<file path="src/rtl/hzc_pkg.sv">
package hzc_pkg;
  localparam int REG_W  = 4;
  localparam int CODE_W = 4;

  localparam logic [REG_W-1:0]  REG_NONE = 4'hF;
  localparam logic [CODE_W-1:0] OP_HALT  = 4'h0;
  localparam logic [CODE_W-1:0] OP_NOP   = 4'h1;
  localparam logic [CODE_W-1:0] OP_MOVRR = 4'h2;
  localparam logic [CODE_W-1:0] OP_MOVIR = 4'h3;
  localparam logic [CODE_W-1:0] OP_STORE = 4'h4;
  localparam logic [CODE_W-1:0] OP_LOAD  = 4'h5;
  localparam logic [CODE_W-1:0] OP_ALU   = 4'h6;
  localparam logic [CODE_W-1:0] OP_JUMP  = 4'h7;
  localparam logic [CODE_W-1:0] OP_CALL  = 4'h8;
  localparam logic [CODE_W-1:0] OP_RET   = 4'h9;
  localparam logic [CODE_W-1:0] OP_PUSH  = 4'hA;
  localparam logic [CODE_W-1:0] OP_POP   = 4'hB;

  typedef enum int {
    STG_F = 0,
    STG_D = 1,
    STG_E = 2,
    STG_M = 3,
    STG_W = 4
  } stage_e;

  localparam int NUM_STAGES = 5;

  typedef struct packed {
    logic conflict;
    logic ret_wait;
    logic mispredict;
  } cause_t;
endpackage

</file>
<file path="src/rtl/hzc_raw_detect.sv">
module hzc_raw_detect #(
  parameter int REG_W   = 4,
  parameter int NUM_SRC = 2,
  parameter int NUM_DST = 6
) (
  input  logic [NUM_SRC-1:0][REG_W-1:0] src_ids,
  input  logic [NUM_DST-1:0][REG_W-1:0] dst_ids,
  output logic                          conflict
);
  localparam logic [REG_W-1:0] NONE_ID = {REG_W{1'b1}};
  localparam int NUM_PAIRS = NUM_SRC * NUM_DST;

  logic [NUM_PAIRS-1:0] pair_hit;

  // One equality comparator per (source, destination) pair.
  for (genvar s = 0; s < NUM_SRC; s++) begin : g_src
    logic src_live;
    assign src_live = (src_ids[s] != NONE_ID);
    for (genvar d = 0; d < NUM_DST; d++) begin : g_dst
      assign pair_hit[s*NUM_DST + d] = src_live
                                     && (dst_ids[d] != NONE_ID)
                                     && (src_ids[s] == dst_ids[d]);
    end
  end

  assign conflict = |pair_hit;
endmodule

</file>
<file path="src/rtl/hzc_event_detect.sv">
module hzc_event_detect #(
  parameter int CODE_W    = 4,
  parameter int NUM_WATCH = 3,
  parameter logic [CODE_W-1:0] RET_CODE  = 4'h9,
  parameter logic [CODE_W-1:0] JUMP_CODE = 4'h7
) (
  input  logic [NUM_WATCH-1:0][CODE_W-1:0] watch_ops,
  input  logic [CODE_W-1:0]                exe_op,
  input  logic                             exe_cond_ok,
  output logic                             ret_wait,
  output logic                             mispredict
);
  logic [NUM_WATCH-1:0] is_ret;

  for (genvar k = 0; k < NUM_WATCH; k++) begin : g_watch
    assign is_ret[k] = (watch_ops[k] == RET_CODE);
  end

  assign ret_wait   = |is_ret;
  assign mispredict = (exe_op == JUMP_CODE) && !exe_cond_ok;
endmodule

</file>
<file path="src/rtl/hzc_resolver.sv">
module hzc_resolver
  import hzc_pkg::*;
#(
  parameter int STAGES = NUM_STAGES
) (
  input  cause_t            cause,
  output logic [STAGES-1:0] stall,
  output logic [STAGES-1:0] bubble
);
  // Priority: misprediction, then conflict, then pending return.
  logic take_pred, take_conf, take_ret;

  always_comb begin
    take_pred = cause.mispredict;
    take_conf = cause.conflict && !cause.mispredict;
    take_ret  = cause.ret_wait && !cause.conflict && !cause.mispredict;
  end

  always_comb begin
    stall  = '0;
    bubble = '0;
    stall[STG_F]  = take_conf || take_ret;
    stall[STG_D]  = take_conf;
    bubble[STG_D] = take_pred || take_ret;
    bubble[STG_E] = take_pred || take_conf;
  end
endmodule

</file>
<file path="src/rtl/hzc_interlock.sv">
module hzc_interlock
  import hzc_pkg::*;
(
  input  logic [3:0] dec_src_a,
  input  logic [3:0] dec_src_b,
  input  logic [3:0] exe_dst_alu,
  input  logic [3:0] exe_dst_mem,
  input  logic [3:0] mem_dst_alu,
  input  logic [3:0] mem_dst_mem,
  input  logic [3:0] wb_dst_alu,
  input  logic [3:0] wb_dst_mem,
  input  logic [3:0] dec_op,
  input  logic [3:0] exe_op,
  input  logic [3:0] mem_op,
  input  logic       exe_cond_ok,
  output logic       f_stall,
  output logic       f_bubble,
  output logic       d_stall,
  output logic       d_bubble,
  output logic       e_stall,
  output logic       e_bubble,
  output logic       m_stall,
  output logic       m_bubble,
  output logic       w_stall,
  output logic       w_bubble
);
  localparam int NSRC   = 2;
  localparam int NDST   = 6;
  localparam int NWATCH = 3;

  logic [NSRC-1:0][REG_W-1:0]    srcs;
  logic [NDST-1:0][REG_W-1:0]    dsts;
  logic [NWATCH-1:0][CODE_W-1:0] ops;
  cause_t                        cause;
  logic [NUM_STAGES-1:0]         stall_v;
  logic [NUM_STAGES-1:0]         bubble_v;

  assign srcs = {dec_src_b, dec_src_a};
  assign dsts = {wb_dst_mem, wb_dst_alu, mem_dst_mem, mem_dst_alu,
                 exe_dst_mem, exe_dst_alu};
  assign ops  = {mem_op, exe_op, dec_op};

  hzc_raw_detect #(
    .REG_W  (REG_W),
    .NUM_SRC(NSRC),
    .NUM_DST(NDST)
  ) u_raw (
    .src_ids (srcs),
    .dst_ids (dsts),
    .conflict(cause.conflict)
  );

  hzc_event_detect #(
    .CODE_W   (CODE_W),
    .NUM_WATCH(NWATCH),
    .RET_CODE (OP_RET),
    .JUMP_CODE(OP_JUMP)
  ) u_evt (
    .watch_ops  (ops),
    .exe_op     (exe_op),
    .exe_cond_ok(exe_cond_ok),
    .ret_wait   (cause.ret_wait),
    .mispredict (cause.mispredict)
  );

  hzc_resolver #(
    .STAGES(NUM_STAGES)
  ) u_res (
    .cause (cause),
    .stall (stall_v),
    .bubble(bubble_v)
  );

  assign f_stall  = stall_v[STG_F];
  assign f_bubble = bubble_v[STG_F];
  assign d_stall  = stall_v[STG_D];
  assign d_bubble = bubble_v[STG_D];
  assign e_stall  = stall_v[STG_E];
  assign e_bubble = bubble_v[STG_E];
  assign m_stall  = stall_v[STG_M];
  assign m_bubble = bubble_v[STG_M];
  assign w_stall  = stall_v[STG_W];
  assign w_bubble = bubble_v[STG_W];
endmodule

</file>
<file path="config.mk">
export PLATFORM = sky130hd
export DESIGN_NAME = hzc_interlock
export DESIGN_NICKNAME = d
export VERILOG_FILES = /design/src/rtl/hzc_pkg.sv /design/src/rtl/hzc_raw_detect.sv /design/src/rtl/hzc_event_detect.sv /design/src/rtl/hzc_resolver.sv /design/src/rtl/hzc_interlock.sv
export SDC_FILE = /design/constraint.sdc
export NUM_CORES = 1
export LEC_CHECK = 0
export BUFFER_PORTS_ARGS = -buffer_cell sky130_fd_sc_hd__buf_2
export CORE_MARGIN = 2
export CORE_UTILIZATION = 50
export DETAILED_ROUTE_END_ITERATION = 16
export PLACE_DENSITY = 0.95
export SLEW_MARGIN = 40
export SYNTH_ARGS = -nofsm -noshare
export SYNTH_HDL_FRONTEND = slang
export SYNTH_SLANG_ARGS = --single-unit
</file>
<file path="constraint.sdc">
create_clock -name vclk -period 5.6
set_input_delay 1.68 -clock vclk [all_inputs]
set_output_delay 1.68 -clock vclk [all_outputs]
set_load 0.02 [all_outputs]
</file>
After elaboration in Yosys (flattened, before gate mapping)
Index checks and enable logic that the tools add are counted.
{"block": "op_classes", "eq_ne": 24, "n_reduce_logical": 36}
{"cell": "$eq 4x4->1", "count": 12}
{"cell": "$ne 4x4->1 const B", "count": 8}
{"cell": "$logic_and 1x1->1", "count": 28}
{"cell": "$eq 4x4->1 const B", "count": 3}
{"cell": "$reduce_or 12->1", "count": 1}
{"cell": "$eq 4x3->1 const B", "count": 1}
{"cell": "$logic_not 1->1", "count": 3}
{"cell": "$logic_or 1x1->1", "count": 3}
{"cell": "$reduce_or 3->1", "count": 1}
{"block": "word_totals", "reg_bits": 0, "input_bits": 45, "output_inout_bits": 10, "word_cells": 60}

Logic depth before layout (Yosys ltp)
Gate-level depths: netlist of the first run.
{"block": "depth", "depth_word": 8, "depth_mapped": 6, "ltp_nobuf": 5}

By module
Synthesis of the first run repeated with hierarchy kept, for this count alone.
{"block": "hier_totals", "hier_cells": 132, "hier_area_um2": 889.6}
{"module": "hzc_raw_detect", "n_inst": 1, "cells_each": 112, "area_each_um2": 755.7, "seq_area_each_um2": 0.0}
{"module": "hzc_resolver", "n_inst": 1, "cells_each": 14, "area_each_um2": 85.1, "seq_area_each_um2": 0.0}
{"module": "hzc_event_detect", "n_inst": 1, "cells_each": 6, "area_each_um2": 48.8, "seq_area_each_um2": 0.0}

Worst setup path before layout of the first run
No wires, ideal clock.
{"block": "synth_path", "kind": "input port to output port", "start": "in dec_src_b[2]", "end": "out f_stall", "arrival_time_ns": 2.927, "required_time_ns": 3.920, "setup_slack_ns": 0.993, "cell_stages": 5, "n_path_buf": 1, "cell_sequence": "buf_6 or2_1 a2111oi_2 nor4_2 a31oi_1"}
{"block": "synth_via", "elab_chain_len": 8, "elab_cells_between_ends": 25, "cone_classes": "eq/ne: 7; reduce/logical: 18"}
{"element": "start, declared", "line_no": "hzc_interlock.sv:5", "text": "input logic [3:0] dec_src_b,"}
{"element": "$ne 4x4->1", "line_no": "hzc_raw_detect.sv:18", "text": "assign src_live = (src_ids[s] != NONE_ID);"}
{"element": "$logic_and 1x1->1", "line_no": "hzc_raw_detect.sv:21", "text": "&& (dst_ids[d] != NONE_ID)"}
{"element": "$logic_and 1x1->1", "line_no": "hzc_raw_detect.sv:22", "text": "&& (src_ids[s] == dst_ids[d]);"}
{"element": "$reduce_or 12->1 (*)", "line_no": "hzc_raw_detect.sv:26", "text": "assign conflict = |pair_hit;"}
{"element": "$logic_not 1->1", "line_no": "hzc_resolver.sv:16", "text": "take_ret = cause.ret_wait && !cause.conflict && !cause.mispredict;"}
{"element": "$logic_and 1x1->1 (2 in a row)", "line_no": "hzc_resolver.sv:16"}
{"element": "$logic_or 1x1->1 (*)", "line_no": "hzc_resolver.sv:22", "text": "stall[STG_F] = take_conf || take_ret;"}
{"element": "end, declared", "line_no": "hzc_interlock.sv:16", "text": "output logic f_stall,"}
Mark *: on every way between the ends. The rest lies on a longest branch, timed or not.

Worst setup path in the final report of the first run
{"block": "layout_path", "start": "in dec_src_a[3]", "end": "out d_bubble"}
{"block": "layout_via", "elab_chain_len": 8, "elab_cells_between_ends": 24, "cone_classes": "eq/ne: 7; reduce/logical: 17"}
{"element": "start, declared", "line_no": "hzc_interlock.sv:4", "text": "input logic [3:0] dec_src_a,"}
{"element": "$ne 4x4->1", "line_no": "hzc_raw_detect.sv:18"}
{"element": "$logic_and 1x1->1", "line_no": "hzc_raw_detect.sv:21"}
{"element": "$logic_and 1x1->1", "line_no": "hzc_raw_detect.sv:22"}
{"element": "$reduce_or 12->1 (*)", "line_no": "hzc_raw_detect.sv:26"}
{"element": "$logic_not 1->1 (*)", "line_no": "hzc_resolver.sv:16"}
{"element": "$logic_and 1x1->1 (*) (2 in a row)", "line_no": "hzc_resolver.sv:16"}
{"element": "$logic_or 1x1->1 (*)", "line_no": "hzc_resolver.sv:24", "text": "bubble[STG_D] = take_pred || take_ret;"}
{"element": "end, declared", "line_no": "hzc_interlock.sv:19", "text": "output logic d_bubble,"}
Marks and branches as above.

==> summary.txt, run 1 <==
Status
  • Status: finished clean

Global route
  • Vias in the first global route: 980
  • First-pass GRT wire length: 3.93 mm
  • Largest net degree at the start of global routing: 11
  • Initial antenna violation count: 0
  • Global Route met3 Usage: between 1 and 1.5%
  • Remaining Overflow, GRT: 0
  • All-Layer GR Usage: about 24%
  • Grt met1 use: a little over a quarter
  • Routing usage on met2: around 47%
  • Busiest grt layer: met2

Final layout
  • Layout cell share with drive strength beyond 1: between 30 and 40%
  • Number of diodes: 0
  • Final nets: just over 200
  • Area growth syn-to-layout: 18.0%
  • Num sequential: 0
  • Fill cells: 152
  • Clock buffer cells: 0
  • Fin area: 1100 um2
  • Reg area: 0 um2

Route
  • Router iterations before antenna repair: 4
  • WL final: between 2 and 3 mm
  • DR vias: 1,033
  • Routed Antenna Nets: 0
  • Vias per cell: around 5.6
  • DRC viols: 0
  • Routed wire per std cell: between 10 and 15 um
  • Initial DRC Count: 24

Hold path
  • Min-Delay Startpoint: exe_cond_ok
  • Worst min-delay path class: primary input to output pin
  • Hold endpoint: d_stall
  • Min-Delay Path Depth: 4

Worst setup path
  • CP Launch Type: primary input
  • Critical Path AT: roughly 3.2 ns
  • Critical path, cell by cell: buf_2 > nand4_2 > nand4_1 > o22ai_1 > nor4_2 > a31o_1 > buf_2
  • Max FO, Critical Path: 7
  • Endpoint type of the worst setup path: output pin
  • WS Path Type: primary input to output pin
  • CP max stage delay: 0.42 ns
  • Slowest cell on the critical path: nor4_2
  • Crit path top cell by count: buf_2
  • Worst endpoint required time: 3.92 ns

Placement
  • Hpwl dp: 2.25 mm
  • Placed inst area: 1100 um2
  • Pre-CTS worst setup slack: ~0.77 ns
  • Port Buf Inserts: approximately 50
  • Final RePlAce weighted congestion: 0.827

Timing
  • Min Tclk post-route: 4.84 ns
  • WHS: 3.77 ns
  • Final hold viol count: 0
  • F_max: between 200 and 250 MHz
  • Setup violators final: 0
  • Final setup TNS: 0 ns
  • Slew Viols, Final: 0
  • RSZ-0062 raised after global routing: no
  • Period utilization: 86.4%
  • Post-route setup slack: 0.763 ns

Die
  • Row count: 15
  • Starting Density: 53.3%
  • Core area: 1750 um2
  • Die height: 47.2 um
  • I/O pins: 55
  • Area of the die: about 2200 um2
  • Die W: 47.2 um

Power
  • Peak VDD IR: 0.0000546 V
  • Pwr Density: 101 nW/um2
  • Leak: roughly 0.46 nW
  • Final Power: around 0.11 mW

Clocking
  • Number of setup buffers added after CTS: 0
  • Resized cells post-CTS: 0
  • CTS Hold Buffers Added: 0

Logic synthesis
  • Simple-Gate Fraction of Synth Area: 32.1%
  • Avg Cell Area, Syn: 7.82 um2
  • Adder and majority cell fraction of the synthesized area: 0%
  • YS warnings: 0
  • Ranking of synthesized cells by area: xnor2_1 (24%), xor2_1 (15%), buf_6 (7.3%)
  • Synth cell count leaders: xnor2_1 (25), xor2_1 (16), nand3_1 (12)
  • Syn Std Cell Area: a little over 900 um2
  • Most common cell in the netlist: xnor2_1
  • Yosys top cell area share: roughly a quarter
  • Largest area contributor in the netlist: xnor2_1
  • Mux cell area share after synthesis: 0%
  • Largest family of logic cells by synthesized area: XOR/XNOR gates
  • Sequential area share after synthesis: 0%
  • Compound-cell area share of the yosys netlist: approximately 15%
  • Synth cell types: 33
  • Mapped Cells: between 100 and 150
  • XOR/XNOR Fraction of Synth Area: between 30 and 40%

Run
  • Maxcap violations: 0
-- cell families (layout without fill, tap and decap cells) --
kind of cell	Yosys count	count (layout)
other	1	6
buffers and inverters	15	50
and+or+nand+nor	47	47
xor gates and xnor gates	41	41
AOI/OAI and AO/OA	15	15
-- through the flow --
stage	utilization, %	cells
floorplan	-	124
global placement	62.9	184
detailed placement	62.9	184
CTS	62.9	184
global route	62.9	184
finish	62.9	184
-- cell usage in the layout (no fill, tap or decap), types with 3 or more instances in the layout --
cell type	n
nand3_1	12
a21oi_2	3
nand4_1	7
nor4bb_1	3
a21oi_1	3
xnor2_1	25
xor2_1	16
nor2_1	7
conb_1	6
buf_2	49
-- routing by layer --
layer  wire (um)  vias to the layer above  share of wire (%)
li1            -                      496                  -
met1         943                      482                 35
met2        1500                       47                 56
met3         135                        8                5.1
met4          84                        0                3.2
met5           0                        -                  0
-- worst max-delay path, delay by kind of cell --
kind | cells | cell delay (ns)
buffers and inverters | 2 | 0.38
AND/OR/NAND/NOR | 3 | 0.80
AO/OA/AOI/OAI | 2 | 0.29
-- where the power goes --
| part | internal, mW | switching (mW) | total (mW) |
|---|---|---|---|
| clock network | 0 | 0 | 0 |
| logic | 0.0481 | 0.0630 | 0.111 |
| registers | 0 | 0 | 0 |
| total | 0.0481 | 0.0630 | 0.111 |
-- worst max path at each step --
stage,startpoint,endpoint,depth (start not counted)
floorplan,dec_src_b[2],f_stall,5
finish,dec_src_a[3],d_bubble,7
global route,dec_src_a[0],d_bubble,7
CTS,dec_src_a[3],d_bubble,7
global placement,dec_src_a[1],d_bubble,7
detailed placement,dec_src_a[3],d_bubble,7
-- area by class of cell --
| type | count | area [um2] | share of cell area [%] |
|---|---|---|---|
| Multi-Input combinational cell | 109 | 818 | 74.5 |
| Inverter | 1 | 3.75 | 0.342 |
| Tap cell | 25 | 31.3 | 2.85 |
| Timing Repair Buffer | 49 | 245 | 22.3 |
Power figures use the tool's default switching activity.
==> run 2, diff against run 1 <==
Settings changed: CORE_ASPECT_RATIO set to 1.5, CORE_UTILIZATION 50 to 35, PLACE_DENSITY 0.95 to 0.79.
==> run 2 against run 1 <==
- non-clock buffer count did not move
- sequential share of layout area unchanged
- critical endpoint unchanged
- cell count fell by 0.54%
- critical path depth did not move
- via count decreased by 4.7%
- routed wire length fell by 9.2%
- cell area is 0.11% lower
==> summary.txt, run 2 (synthesis results as in run 1) <==
Route
  • Vias per cell: 5.38 (-4.2%)
  • Routed wire per std cell: 13.2 um (-8.7%)
  • DR vias: 984 (-4.7%)
  • Routed Antenna Nets: 0 (unchanged)
  • Initial DRC Count: 20 (-17%)
  • Router iterations before antenna repair: 4 (unchanged)
  • DRC viols: 0 (unchanged)
  • WL final: 2.42 mm (-9.2%)

Worst setup path
  • Critical path, cell by cell: buf_2 > nand4_2 > nand4_1 > o22ai_1 > nor4_2 > a31o_1 > buf_2
  • CP max stage delay: 0.43 ns (about the same)
  • Worst endpoint required time: 3.92 ns (about the same)
  • Slowest cell on the critical path: nor4_2
  • Delay-heaviest family, CP: simple AND/OR/NAND/NOR gates
  • WS Path Type: primary input to output pin
  • CP Buf/Inv Count: 2 (unchanged)
  • Crit path top cell by count: buf_2
  • Critical Path AT: 3.12 ns (-0.04 ns)
  • Max FO, Critical Path: 7 (unchanged)
  • CP Launch Type: primary input
  • Endpoint type of the worst setup path: output pin

Global route
  • All-Layer GR Usage: 15.9% (-8.4 points)
  • Largest net degree at the start of global routing: 11 (unchanged)
  • Vias in the first global route: 868 (-11%)
  • Remaining Overflow, GRT: 0 (unchanged)
  • First-pass GRT wire length: 3.83 mm (-2.6%)
  • Initial antenna violation count: 0 (unchanged)

Die
  • Starting Density: 37.6% (-16 points)
  • Die height: 67.2 um (+42%)
  • Core area: 2480 um2 (+42%)
  • Die W: 46.1 um (-2.2%)
  • Area of the die: 3100 um2 (+39%)
  • I/O pins: 55 (unchanged)
  • Row count: 22 (+7)

Power
  • Net Sw Frac: 55.8% (-0.94 points)
  • Flop pwr share: 0% (unchanged)
  • Pwr Density: 98.9 nW/um2 (-2.1%)
  • Leak: 0.457 nW (unchanged)
  • Switching power: 0.0605 mW (-3.8%)
  • Pint: 0.0480 mW (about the same)
  • Peak VDD IR: 0.0000773 V (+42%)
  • Comb pwr share: 100.0% (about the same)
  • Clock Power Share: 0% (unchanged)
  • Final Power: 0.109 mW (-2.2%)

Placement
  • Port Buf Inserts: 49 (unchanged)
  • Hpwl dp: 2.05 mm (-9.3%)
  • Placed cells: 183 (-0.54%)
  • Final RePlAce weighted congestion: 0.801 (-3.2%)

Final layout
  • Most frequent cells in the layout: buf_2 (49), xnor2_1 (25), xor2_1 (16)
  • Num sequential: 0 (unchanged)
  • Finished Core Util: 44.3% (-19 points)
  • Most common cell after layout, fill and taps aside: buf_2
  • Number of diodes: 0 (unchanged)
  • Final nets: 206 (unchanged)
  • Reg area: 0 um2 (unchanged)
  • Area growth syn-to-layout: 17.9%
  • Layout cell share with drive strength beyond 1: 37.7% (unchanged)
  • Clock buffer cells: 0 (unchanged)
  • Finished Layout Cells: 183 (-0.54%)

Timing
  • Slew Viols, Final: 0 (unchanged)
  • Final hold viol count: 0 (unchanged)
  • Period utilization: 85.7% (-0.67 points)
  • F_max: 208 MHz (+0.78%)
  • Final setup TNS: 0 ns (unchanged)
  • Min Tclk post-route: 4.80 ns (-0.0374 ns)
  • RSZ-0062 raised after global routing: no
  • WHS: 3.78 ns (+0.0127 ns)
  • Setup violators final: 0 (unchanged)

Hold path
  • Worst min-delay path class: primary input to output pin

Run
  • Maxcap violations: 0 (unchanged)

Clocking
  • Resized cells post-CTS: 0 (unchanged)
  • CTS Hold Buffers Added: 0 (unchanged)
  • Number of setup buffers added after CTS: 0 (unchanged)

Status
  • Status: finished clean
==> run 2: routing by layer <==
layer | up-vias | wire (um) | track usage, %
met5 | - | 0 | 0
met4 | 0 | 0 | 0.357
met3 | 0 | 150 | 0.535
met2 | 38 | 1270 | 30.7
met1 | 454 | 996 | 19.7
li1 | 492 | - | -
==> run 2: per-stage QoR <==
stage,setup slack (ns),cell area [um2]
after floorplan,0.993,950
after global placement,0.805,1100
after detailed placement,0.797,1100
after CTS,0.782,1100
after global routing,0.671,1100
final,0.800,1100
==> run 2: final timing paths <==
kind                          from  endpoint  slack, ns  depth (start not counted)
worst min-delay path   exe_cond_ok   d_stall       3.78                          4
worst max-delay path  dec_src_a[3]  d_bubble       0.80                          7
==> run 2: final cells by class <==
class,count,area (um2)
Tap cell,24,30.0
Multi-Input combinational cell,109,818
Timing Repair Buffer,49,245
Fill cell,276,1380
Inverter,1,3.75
==> run 2: power by group through the flow <==
stage / Combinational, mW / Clock, mW / Sequential [mW]
after floorplan: 0.0792 / 0 / 0
after global placement: 0.107 / 0 / 0
after detailed placement: 0.109 / 0 / 0
after CTS: 0.109 / 0 / 0
after global routing: 0.117 / 0 / 0
final: 0.109 / 0 / 0
==> run 2: tightest hold or removal path, stage by stage <==
cell and delay [ns]:
buf_2 0.08, nor2_1 0.06, a21oi_1 0.11, buf_2 0.17
==> run 3, diff against run 2 <==
Settings changed: CORE_MARGIN 2 to 3.
==> run 3 against run 2 <==
- non-clock buffer count is the same
- die area grew 7.4%
- critical path depth unchanged
- setup slack got worse by 0.033 ns
- combinational power about the same
- utilization is 0.11 points higher
- global-route usage down 0.76 points
- first-iteration DRC count unchanged
- hold slack got worse by 0.0099 ns
- via count is 1.0% higher
- critical endpoint unchanged
- largest cell class unchanged
- largest power group unchanged
==> summary.txt, run 3 (synthesis results as in run 1) <==
Status
  • Status: finished clean

Power
  • Pint: 0.0480 mW (about the same)
  • Pwr Density: 97.8 nW/um2 (-1.2%)
  • Net Sw Frac: 55.8% (+0.056 points)
  • Flop pwr share: 0% (unchanged)
  • Leak: 0.457 nW (unchanged)
  • Comb pwr share: 100.0% (about the same)
  • Peak VDD IR: 0.0000680 V (-12%)
  • Switching power: 0.0607 mW (+0.28%)
  • Clock Power Share: 0% (unchanged)

Route
  • Initial DRC Count: 20 (unchanged)
  • Router iterations before antenna repair: 4 (unchanged)
  • Routed Antenna Nets: 0 (unchanged)
  • WL final: 2.53 mm (+4.9%)
  • DRC viols: 0 (unchanged)
  • Vias per cell: 5.10 (-5.2%)
  • Routed wire per std cell: 13.0 um (-1.6%)
  • DR vias: 994 (+1.0%)

Worst setup path
  • Delay-heaviest family, CP: simple AND/OR/NAND/NOR gates
  • CP Buf/Inv Count: 2 (unchanged)
  • CP max stage delay: 0.42 ns (about the same)
  • Slowest cell on the critical path: nor4_2
  • Endpoint type of the worst setup path: output pin
  • Critical path, cell by cell: buf_2 > nand4_2 > nand4_1 > o22ai_1 > nor4_2 > a31o_1 > buf_2
  • Crit path top cell by count: buf_2
  • CP Launch Type: primary input
  • Worst endpoint required time: 3.92 ns (about the same)
  • WS Path Type: primary input to output pin
  • Critical Path AT: 3.15 ns (+0.03 ns)
  • Max FO, Critical Path: 7 (unchanged)

Run
  • Maxcap violations: 0 (unchanged)

Timing
  • F_max: 207 MHz (-0.69%)
  • Final hold viol count: 0 (unchanged)
  • Period utilization: 86.3% (+0.59 points)
  • RSZ-0062 raised after global routing: no
  • Final setup TNS: 0 ns (unchanged)
  • Slew Viols, Final: 0 (unchanged)
  • Min Tclk post-route: 4.83 ns (+0.0333 ns)
  • Setup violators final: 0 (unchanged)

Global route
  • Initial antenna violation count: 0 (unchanged)
  • First-pass GRT wire length: 3.95 mm (+3.2%)
  • Vias in the first global route: 986 (+14%)
  • Largest net degree at the start of global routing: 11 (unchanged)
  • Remaining Overflow, GRT: 0 (unchanged)
  • All-Layer GR Usage: 15.1% (-0.76 points)

Final layout
  • Area growth syn-to-layout: 19.5%
  • Clock buffer cells: 0 (unchanged)
  • Layout cell share with drive strength beyond 1: 37.7% (unchanged)
  • Finished Core Util: 44.4% (+0.11 points)
  • Most common cell after layout, fill and taps aside: buf_2
  • Reg area: 0 um2 (unchanged)
  • Number of diodes: 0 (unchanged)
  • Num sequential: 0 (unchanged)
  • Most frequent cells in the layout: buf_2 (49), xnor2_1 (25), xor2_1 (16)
  • Final nets: 206 (unchanged)

Hold path
  • Min-Delay Path Depth: 4 (unchanged)
  • Hold endpoint: d_stall
  • Worst min-delay path class: primary input to output pin
  • Min-Delay Startpoint: exe_cond_ok

Clocking
  • Resized cells post-CTS: 0 (unchanged)
  • Number of setup buffers added after CTS: 0 (unchanged)
  • CTS Hold Buffers Added: 0 (unchanged)

Placement
  • Hpwl dp: 2.21 mm (+8.1%)
  • Final RePlAce weighted congestion: 0.787 (-1.7%)
  • Port Buf Inserts: 49 (unchanged)

Die
  • Row count: 22 (unchanged)
  • Die height: 69.2 um (+3.0%)
  • Area of the die: 3330 um2 (+7.4%)
  • Die W: 48.1 um (+4.3%)
  • Core area: 2500 um2 (+1.1%)
  • I/O pins: 55 (unchanged)
  • Starting Density: 37.2% (-0.41 points)
run 3: cell counts in the layout (fill, tap and decap cells not counted):
No cell type changed its count.
run 3: final cells by class:
class,count,area (um2)
Timing Repair Buffer,49,245
Fill cell,273,1390
Tap cell,36,45.0
Inverter,1,3.75
Multi-Input combinational cell,109,818
run 3: worst max path at each step:
stage                            start        to  slack [ns]  cells after the start
after CTS                 dec_src_a[1]  d_bubble        0.76                      7
after global routing      dec_src_a[1]  d_bubble        0.70                      7
after global placement    dec_src_a[2]  d_bubble        0.80                      7
after detailed placement  dec_src_a[1]  d_bubble        0.78                      7
final                     dec_src_a[3]  d_bubble        0.77                      7
after floorplan           dec_src_b[2]   f_stall        0.99                      5
run 3: metal layers:
layer / routed length, um / GRT usage [%] / share of wire (%) / vias up
met5: 0 / 0 / 0 / -
met4: 17 / 2.40 / 0.67 / 0
met3: 170 / 0.261 / 6.7 / 2
met2: 1380 / 28.4 / 54 / 42
met1: 965 / 17.8 / 38 / 457
li1: - / - / - / 493
run 3: through the flow:
stage / total power [mW] / instances / instance area (um2) / hold WS (ns) / setup WS, ns
6_report: 0.109 / 195 / 1110 / 3.77 / 0.767
5_1_grt: 0.118 / 195 / 1110 / 3.83 / 0.702
4_1_cts: 0.109 / 195 / 1110 / 3.77 / 0.763
3_5_place_dp: 0.109 / 195 / 1110 / 3.76 / 0.777
3_3_place_gp: 0.107 / 195 / 1110 / 3.78 / 0.796
2_1_floorplan: 0.0792 / 124 / 950 / 3.65 / 0.993
run 3: power groups by stage:
| stage | Clock [mW] | Sequential, mW | Combinational, mW |
|---|---|---|---|
| after detailed placement | 0 | 0 | 0.109 |
| after global placement | 0 | 0 | 0.107 |
| after global routing | 0 | 0 | 0.118 |
| after CTS | 0 | 0 | 0.109 |
| after floorplan | 0 | 0 | 0.0792 |
| final | 0 | 0 | 0.109 |
run 3: tightest hold or removal path: stages:
cell and delay, ns:
buf_2 0.07, nor2_1 0.06, a21oi_1 0.11, buf_2 0.17
